**config.mk**
```make
export PLATFORM = sky130hd
export DESIGN_NAME = idle_lock_descrambler
export DESIGN_NICKNAME = d
export VERILOG_FILES = /design/src/rtl/idle_lock_descrambler.sv
export SDC_FILE = /design/constraint.sdc
export NUM_CORES = 1
export LEC_CHECK = 0
export BUFFER_PORTS_ARGS = -buffer_cell sky130_fd_sc_hd__buf_2
export CELL_PAD_IN_SITES_DETAIL_PLACEMENT = 1
export CELL_PAD_IN_SITES_GLOBAL_PLACEMENT = 1
export CORE_MARGIN = 1.5
export CORE_UTILIZATION = 46
export CTS_CLUSTER_DIAMETER = 60
export DETAILED_ROUTE_END_ITERATION = 12
export PLACE_DENSITY_LB_ADDON = 0.12
export SYNTH_ARGS = -nofsm -noshare
export SYNTH_HDL_FRONTEND = slang
export SYNTH_SLANG_ARGS = --single-unit
```
**constraint.sdc**
```tcl
create_clock -name clk -period 2.3 [get_ports clk]
set_clock_uncertainty 0.1 [all_clocks]
set_input_delay 0.345 -clock clk [delete_from_list [all_inputs] [get_ports clk]]
set_output_delay 0.345 -clock clk [all_outputs]
set_load 0.03 [all_outputs]
```
**src/rtl/idle_lock_descrambler.sv**
```systemverilog
module idle_lock_descrambler #(
  parameter int LFSR_W    = 11,
  parameter int TAP_B     = 9,
  parameter int LOCK_ONES = 60,
  parameter int HOLD_ONES = 58,
  parameter int HOLD_WIN  = 90250,
  localparam int RUN_W = $clog2(LOCK_ONES + 1),
  localparam int TMR_W = $clog2(HOLD_WIN)
) (
  input  logic clk,
  input  logic rst_n,
  input  logic bypass,
  input  logic rx_bit,
  output logic dout,
  output logic dout_valid,
  output logic in_sync,
  output logic sync_lost
);

  logic [LFSR_W-1:0] lfsr;
  logic [RUN_W-1:0]  run_q;
  logic [TMR_W-1:0]  tmr_q;
  logic key, plain_bit, lock_hit, refresh_hit, expire;

  assign key         = lfsr[LFSR_W-1] ^ lfsr[TAP_B-1];
  assign plain_bit   = rx_bit ^ key;
  assign lock_hit    = !in_sync && plain_bit && (run_q == RUN_W'(LOCK_ONES - 1));
  assign refresh_hit = in_sync && plain_bit && (run_q == RUN_W'(HOLD_ONES - 1));
  assign expire      = in_sync && !refresh_hit && (tmr_q == '0);

  always_ff @(posedge clk) begin
    if (!rst_n) begin
      lfsr       <= '0;
      run_q      <= '0;
      tmr_q      <= '0;
      in_sync    <= 1'b0;
      sync_lost  <= 1'b0;
      dout       <= 1'b0;
      dout_valid <= 1'b0;
    end else begin
      sync_lost  <= expire;
      dout       <= bypass ? rx_bit : plain_bit;
      dout_valid <= bypass | in_sync;
      if (expire) begin
        in_sync <= 1'b0;
        lfsr    <= '0;
        run_q   <= '0;
        tmr_q   <= '0;
      end else begin
        lfsr <= {lfsr[LFSR_W-2:0], in_sync ? key : ~rx_bit};
        if (!plain_bit || lock_hit || refresh_hit) run_q <= '0;
        else                                       run_q <= run_q + 1'b1;
        if (lock_hit) begin
          in_sync <= 1'b1;
          tmr_q   <= TMR_W'(HOLD_WIN - 1);
        end else if (refresh_hit) begin
          tmr_q   <= TMR_W'(HOLD_WIN - 1);
        end else if (in_sync) begin
          tmr_q   <= tmr_q - 1'b1;
        end
      end
    end
  end

  a_r3_lock_on_one: assert property (@(posedge clk) disable iff (!rst_n)
    $rose(in_sync) |-> $past(plain_bit));
  a_r7_fall_strobes: assert property (@(posedge clk) disable iff (!rst_n)
    $fell(in_sync) |-> sync_lost);
  a_r7_strobe_single: assert property (@(posedge clk) disable iff (!rst_n)
    sync_lost |=> !sync_lost);
  a_r7_strobe_unlocked: assert property (@(posedge clk) disable iff (!rst_n)
    sync_lost |-> !in_sync);
  a_r8_bypass_pass: assert property (@(posedge clk) disable iff (!rst_n)
    bypass |=> (dout == $past(rx_bit)) && dout_valid);
  a_r2_acq_invalid: assert property (@(posedge clk) disable iff (!rst_n)
    (!in_sync && !bypass) |=> !dout_valid);
  a_r6_timer_bound: assert property (@(posedge clk) disable iff (!rst_n)
    in_sync |-> (tmr_q <= TMR_W'(HOLD_WIN - 1)));

endmodule

```
==> results by group, run 1 <==
Status
  • Status: finished clean

Setup path
  • Worst EP arrival: between 2 and 2.5 ns
  • Critical path origin: tmr_q[0]
  • Startpoint types: flip-flop
  • Required @ worst endpoint: around 2.5 ns
  • Critical R2R Launch: tmr_q[0]
  • Worst setup EP type: flip-flop
  • Critical path fanouts, max: 14
  • Critical path type: reg -> reg

Logic synthesis
  • Yosys Warn Count: 0
  • Post-synthesis sequential area ratio: between 40% and 50%
  • Yosys reg bits: 38
  • Area share of the leading cell type in the synthesized netlist: a little under half
  • Synthesized net count: ~180
  • Post-Syn Area: roughly 1600 um2
  • Number of flops mapped to enable cells by yosys: 0
  • Cell count after synthesis: around 170
  • Main synth FF type: dfxtp_1
  • Synth unique cells: 37
  • Post-synthesis average cell area: just under 10 um2
  • Most area-consuming cells after synthesis: dfxtp_1 (46%), nor2_1 (5.9%), xor2_1 (5.3%), and2_1 (4.2%), nand3_1 (3.0%)
  • Asr flop ratio synth: 0%
  • Most frequent cells after synthesis: dfxtp_1 (38), nor2_1 (26), and2_1 (11)
  • Count leader, synth: dfxtp_1
  • Synth area leader: dfxtp_1

Floorplanning
  • I/O Pins: 8
  • Initial Util: 48.5%
  • Chip Width: 62.8 um
  • Row cnt: 21
  • Die area: ~4000 um2
  • Core area: 3390 um2
  • Die Height: 62.8 um

GRT
  • Global-route wire length before repair: about 5700 um
  • Vias in the first global route: 1259
  • Total global-route track usage: between 10% and 20%
  • Grt total ovfl: 0
  • Initial antenna violation count: 0
  • Largest net degree at the start of global routing: 15

Min path
  • Worst Hold Launch: bypass
  • Hold WC Path Type: in -> reg

Cells and area
  • Fin nets: 192
  • Area Growth Syn to Fin: 10.6%
  • Number of fill cells: between 400 and 500
  • Final core occ: between 50% and 60%
  • Antenna cells: 0
  • Layout cells sized above 1: 16.7%

Routing
  • Via count: between 1000 and 1500
  • Final WL: 3340 um
  • Number of vias per cell: around 5.4
  • Routed len/inst: ~14 um
  • Pre-antenna DRT Iters: 4
  • Post-route ant nets: 0
  • Initial drt markers: 52
  • DRC errors left: 0

Placed design
  • HPWL after DPL: between 2000 and 3000 um
  • Routability cong.: 0.763
  • # port buffers: 7

Timing
  • Period utilization: between 90% and 100%
  • Setup TNS: 0 ns
  • Endpoints failing setup: 0
  • Fmax: just under 0.5 GHz
  • Final Hold Viols: 0
  • Tmin final: roughly 2.1 ns
  • Max-slew violations: 0
  • RSZ-0062 raised after global routing: no
  • Slew margin rel.: around 67%
  • Slew @ Worst Pin: approximately 0.49 ns

CTS
  • Number of post-CTS setup repair buffers: 0
  • TritonCTS Buffers: 5
  • TritonCTS clock tree: done
  • Largest buffer count on any clock path: 2
  • CTS Sinks: 38
  • CTS Hold Buffers Added: 0
  • CTS resizes: 0
  • Clock transition at path regs: between 0.1 and 0.15 ns
  • Root buffer cell: clkbuf_4
  • CTS H-tree depth: 2
  • Later-pin clock latency in the skew report: between 0.3 and 0.4 ns

Power
  • Clock power share: between 30 and 40%
  • P_int: approximately 820 uW
  • PD cells: 588 nW/um2
  • Logic pwr share: between 3 and 4%
  • Sequential Power Share: a little over three fifths
  • Psw: 245 uW
  • Peak VDD IR: around 0.37 mV
  • Net Sw Frac: between 20% and 30%
  • Total leakage power: ~0.74 nW

Job
  • Max_cap viols: 0
==> final timing paths <==
path	endpoint	slack, ns	cells after the start
hold reg to reg	lfsr[3]	0.34	1
hold / removal	dout_valid	0.14	3
setup reg to reg	tmr_q[9]	0.22	8
setup / recovery	tmr_q[9]	0.22	8
==> cell type report <==
cell class              instances  area, um2  area share, %
multi-input cells             121        836           46.0
flip-flops and latches         38        761           41.9
repair buffers                 12       72.6           3.99
well taps                      46       57.6           3.17
clock buffers                   6       51.3           2.82
inverters                       7       26.3           1.45
clock inverters                 2       12.5          0.689
==> critical path, stage by stage (launching register included) <==
cell	delay (ns)
dfxtp_1	0.40
inv_1	0.08
ha_1	0.25
nor3b_1	0.16
and4_1	0.24
a31oi_4	0.34
nand2_1	0.13
buf_4	0.19
nor2_1	0.12
==> power by group through the flow <==
stage	clock (mW)	sequential [mW]	combinational, mW
after global placement	0	0.681	0.0340
after global routing	0.408	0.667	0.0389
final	0.367	0.667	0.0351
after detailed placement	0	0.682	0.0355
after CTS	0.381	0.667	0.0357
after floorplan	0	0.685	0.0210
==> metal layers <==
layer | routed length, um | GRT usage, % | up-vias
met2 | 1600 | 31.5 | 11
met4 | 38 | 5.00 | 0
met1 | 1630 | 23.6 | 614
met3 | 78 | 5.95 | 5
li1 | - | - | 615
met5 | 0 | 0 | -
==> sequential cells by signal, summed over array words and instances (netlist names) <==
signal	count
in_sync	1
tmr_q	17
dout_valid	1
dout	1
lfsr	11
sync_lost	1
run_q	6
==> cells by family (layout without fill, tap and decap cells) <==
group / count (synthesis) / after routing / share of synthesized area [%]
mux: 1 / 1 / 0.685
buf+inv: 10 / 27 / 2.82
simple gates: 77 / 77 / 25.4
compound gates: 24 / 24 / 12.9
xor+xnor: 16 / 16 / 9.52
fa+ha+maj: 3 / 3 / 2.29
flops: 38 / 38 / 46.3
==> cell usage in the layout (no fill, tap or decap), drive strengths merged, types with 5 or more instances in the layout <==
cell	synthesis	routed
xor2	10	10
and2	11	11
inv	7	7
a21oi	5	5
nand2	9	9
nor2	26	26
buf	1	12
clkbuf	2	6
xnor2	5	5
dfxtp	38	38
nand3	10	10
nor3	7	7
==> metrics by stage <==
stage / instance area (um2) / cells / power (mW) / hold slack (ns) / worst slack (ns)
finish: 1820 / 232 / 1.07 / 0.145 / 0.223
global route: 1820 / 232 / 1.11 / 0.138 / 0.0477
CTS: 1820 / 232 / 1.08 / 0.135 / 0.190
detailed placement: 1750 / 224 / 0.717 / 0.317 / 0.223
global placement: 1750 / 224 / 0.715 / 0.311 / 0.333
floorplan: 1640 / 169 / 0.706 / 0.306 / 0.435
Power figures use the tool's default switching activity.
==> run 2: changes to the inputs <==
Settings changed: REMOVE_ABC_BUFFERS set to 1.
==> run 2 against run 1 <==
Clock power fell by 2%. Total power fell by 0.60%. Combinational power increased by 3%. Wire length increased by 5.4%. Worst hold slack got worse by 0.020 ns. Largest power group unchanged.
==> results by group, run 2 (same netlist as run 1, synthesis figures left out) <==
Timing
  • RSZ-0062 raised after global routing: no
  • Setup TNS: 0 ns (unchanged)
  • Final Hold Viols: 0 (unchanged)
  • Fmax: 0.475 GHz (-1.2%)
  • Period utilization: 91.5% (+1.1 points)
  • Max-slew violations: 0 (unchanged)
  • Endpoints failing setup: 0 (unchanged)
  • Slew margin rel.: 68.1% (+1.3 points)
  • Tmin final: 2.10 ns (+0.0262 ns)
  • Slew @ Worst Pin: 0.474 ns (-0.0195 ns)

Cells and area
  • Commonest non-fill, non-tap cell in the layout: dfxtp_1
  • Area Growth Syn to Fin: 9.44%
  • Max reg flops: 17 (unchanged)
  • Final core occ: 53.0% (-0.55 points)
  • Fin nets: 190 (-1.0%)
  • Largest registers: tmr_q x17, lfsr x11, run_q x6
  • Leading cell types in the layout, fill and taps excluded: dfxtp_1 (38), nor2_1 (26), and2_1 (11), nand3_1 (10), xor2_1 (10)
  • Finished Layout Cells: 230 (-0.86%)
  • Largest Register: tmr_q
  • Final instance area: 1800 um2 (-1.0%)
  • Layout cells sized above 1: 15.2% (-1.4 points)
  • Antenna cells: 0 (unchanged)

Floorplanning
  • Die area: 3940 um2 (unchanged)
  • Chip Width: 62.8 um (unchanged)
  • Die Height: 62.8 um (unchanged)
  • Core area: 3390 um2 (unchanged)
  • I/O Pins: 8 (unchanged)
  • Row cnt: 21 (unchanged)
  • Initial Util: 48.5% (unchanged)

Power
  • Total leakage power: 0.729 nW (-1.2%)
  • Peak VDD IR: 0.328 mV (-11%)
  • PD cells: 591 nW/um2 (+0.44%)

CTS
  • CTS Hold Buffers Added: 0 (unchanged)
  • TritonCTS clock tree: done
  • CTS Sinks: 38 (unchanged)
  • CTS H-tree depth: 2 (unchanged)
  • Largest buffer count on any clock path: 2 (unchanged)
  • Later-pin clock latency in the skew report: 0.35 ns (about the same)
  • CTS resizes: 0 (unchanged)
  • TritonCTS Buffers: 5 (unchanged)
  • Root buffer cell: clkbuf_4
  • Clock transition at path regs: 0.11 ns (about the same)
  • Number of post-CTS setup repair buffers: 0 (unchanged)

GRT
  • Initial antenna violation count: 0 (unchanged)
  • Global-route wire length before repair: 6220 um (+8.7%)
  • Largest net degree at the start of global routing: 15 (unchanged)
  • Vias in the first global route: 1263 (+0.32%)
  • Grt total ovfl: 0 (unchanged)
  • Total global-route track usage: 20.6% (+1.8 points)

Placed design
  • Cell total after placement: 222 (-0.89%)
  • HPWL after DPL: 2700 um (+2.0%)
  • Routability cong.: 0.842 (+10%)
  • Area of placed instances: 1740 um2 (-0.86%)
  • # port buffers: 7 (unchanged)

Setup path
  • Startpoint types: flip-flop
  • Critical path fanouts, max: 14 (unchanged)
  • R2R cell count: 8 (unchanged)
  • Worst setup EP type: flip-flop
  • Required @ worst endpoint: 2.49 ns (about the same)
  • Worst EP arrival: 2.29 ns (+0.03 ns)
  • Critical path type: reg -> reg

Routing
  • Number of vias per cell: 5.35 (-0.35%)
  • Routed len/inst: 15.3 um (+6.3%)
  • Via count: 1230 (-1.2%)
  • DRC errors left: 0 (unchanged)
  • Post-route ant nets: 0 (unchanged)
  • Initial drt markers: 47 (-9.6%)
  • Pre-antenna DRT Iters: 4 (unchanged)
  • Final WL: 3520 um (+5.4%)

Status
  • Status: finished clean

Min path
  • Hold WC Path Type: in -> reg
  • Hold Path Stages: 3 (unchanged)

Job
  • Max_cap viols: 0 (unchanged)
==> run 2: cell types whose count changed in the layout (fill, tap and decap cells not counted), sizes merged <==
cell / previous run / this run
buf: 12 / 10
clkbuf: 6 / 7
clkinvlp: 1 / 0
==> run 2: final timing paths <==
path                 to     start  slack (ns)
max            tmr_q[8]  tmr_q[0]        0.20
min          dout_valid    bypass        0.12
max reg2reg    tmr_q[8]  tmr_q[0]        0.20
min reg2reg     lfsr[7]   lfsr[6]        0.34
==> run 2: stage by stage <==
stage	setup WS [ns]	total power [mW]	hold WS, ns
global placement	0.288	0.716	0.309
detailed placement	0.203	0.718	0.318
global route	0.0226	1.11	0.116
finish	0.197	1.06	0.125
floorplan	0.268	0.703	0.306
CTS	0.182	1.08	0.117
==> run 2: final cells by class <==
| type | count | area, um2 |
|---|---|---|
| fillers | 417 | 1590 |
| multi-input cells | 121 | 836 |
| flip-flops and latches | 38 | 761 |
| repair buffers | 10 | 57.6 |
| well taps | 46 | 57.6 |
| clock buffers | 7 | 55.1 |
| inverters | 7 | 26.3 |
| clock inverters | 1 | 5.00 |
==> run 2: metal layers <==
layer / up-vias / global-route usage, % / wire (um)
met1: 587 / 26.2 / 1680
met4: 0 / 9.17 / 71
met3: 8 / 4.32 / 101
li1: 614 / - / -
met2: 21 / 33.7 / 1670
met5: - / 0 / 0
==> run 2: worst max-delay path, cell delays in order (launching register included) <==
cell     delay, ns
dfxtp_1       0.41
inv_1         0.09
ha_1          0.24
nor3b_1       0.16
and4_1        0.24
a31oi_4       0.35
nand2_1       0.14
buf_4         0.20
nor2_1        0.11
==> run 2: report_power, final <==
group	total, mW	switching (mW)	leakage (nW)	internal [mW]
combinational	0.0361	0.0238	0.387	0.0123
clock	0.359	0.211	0.0353	0.148
sequential	0.667	0.00279	0.307	0.664
total	1.06	0.237	0.729	0.824
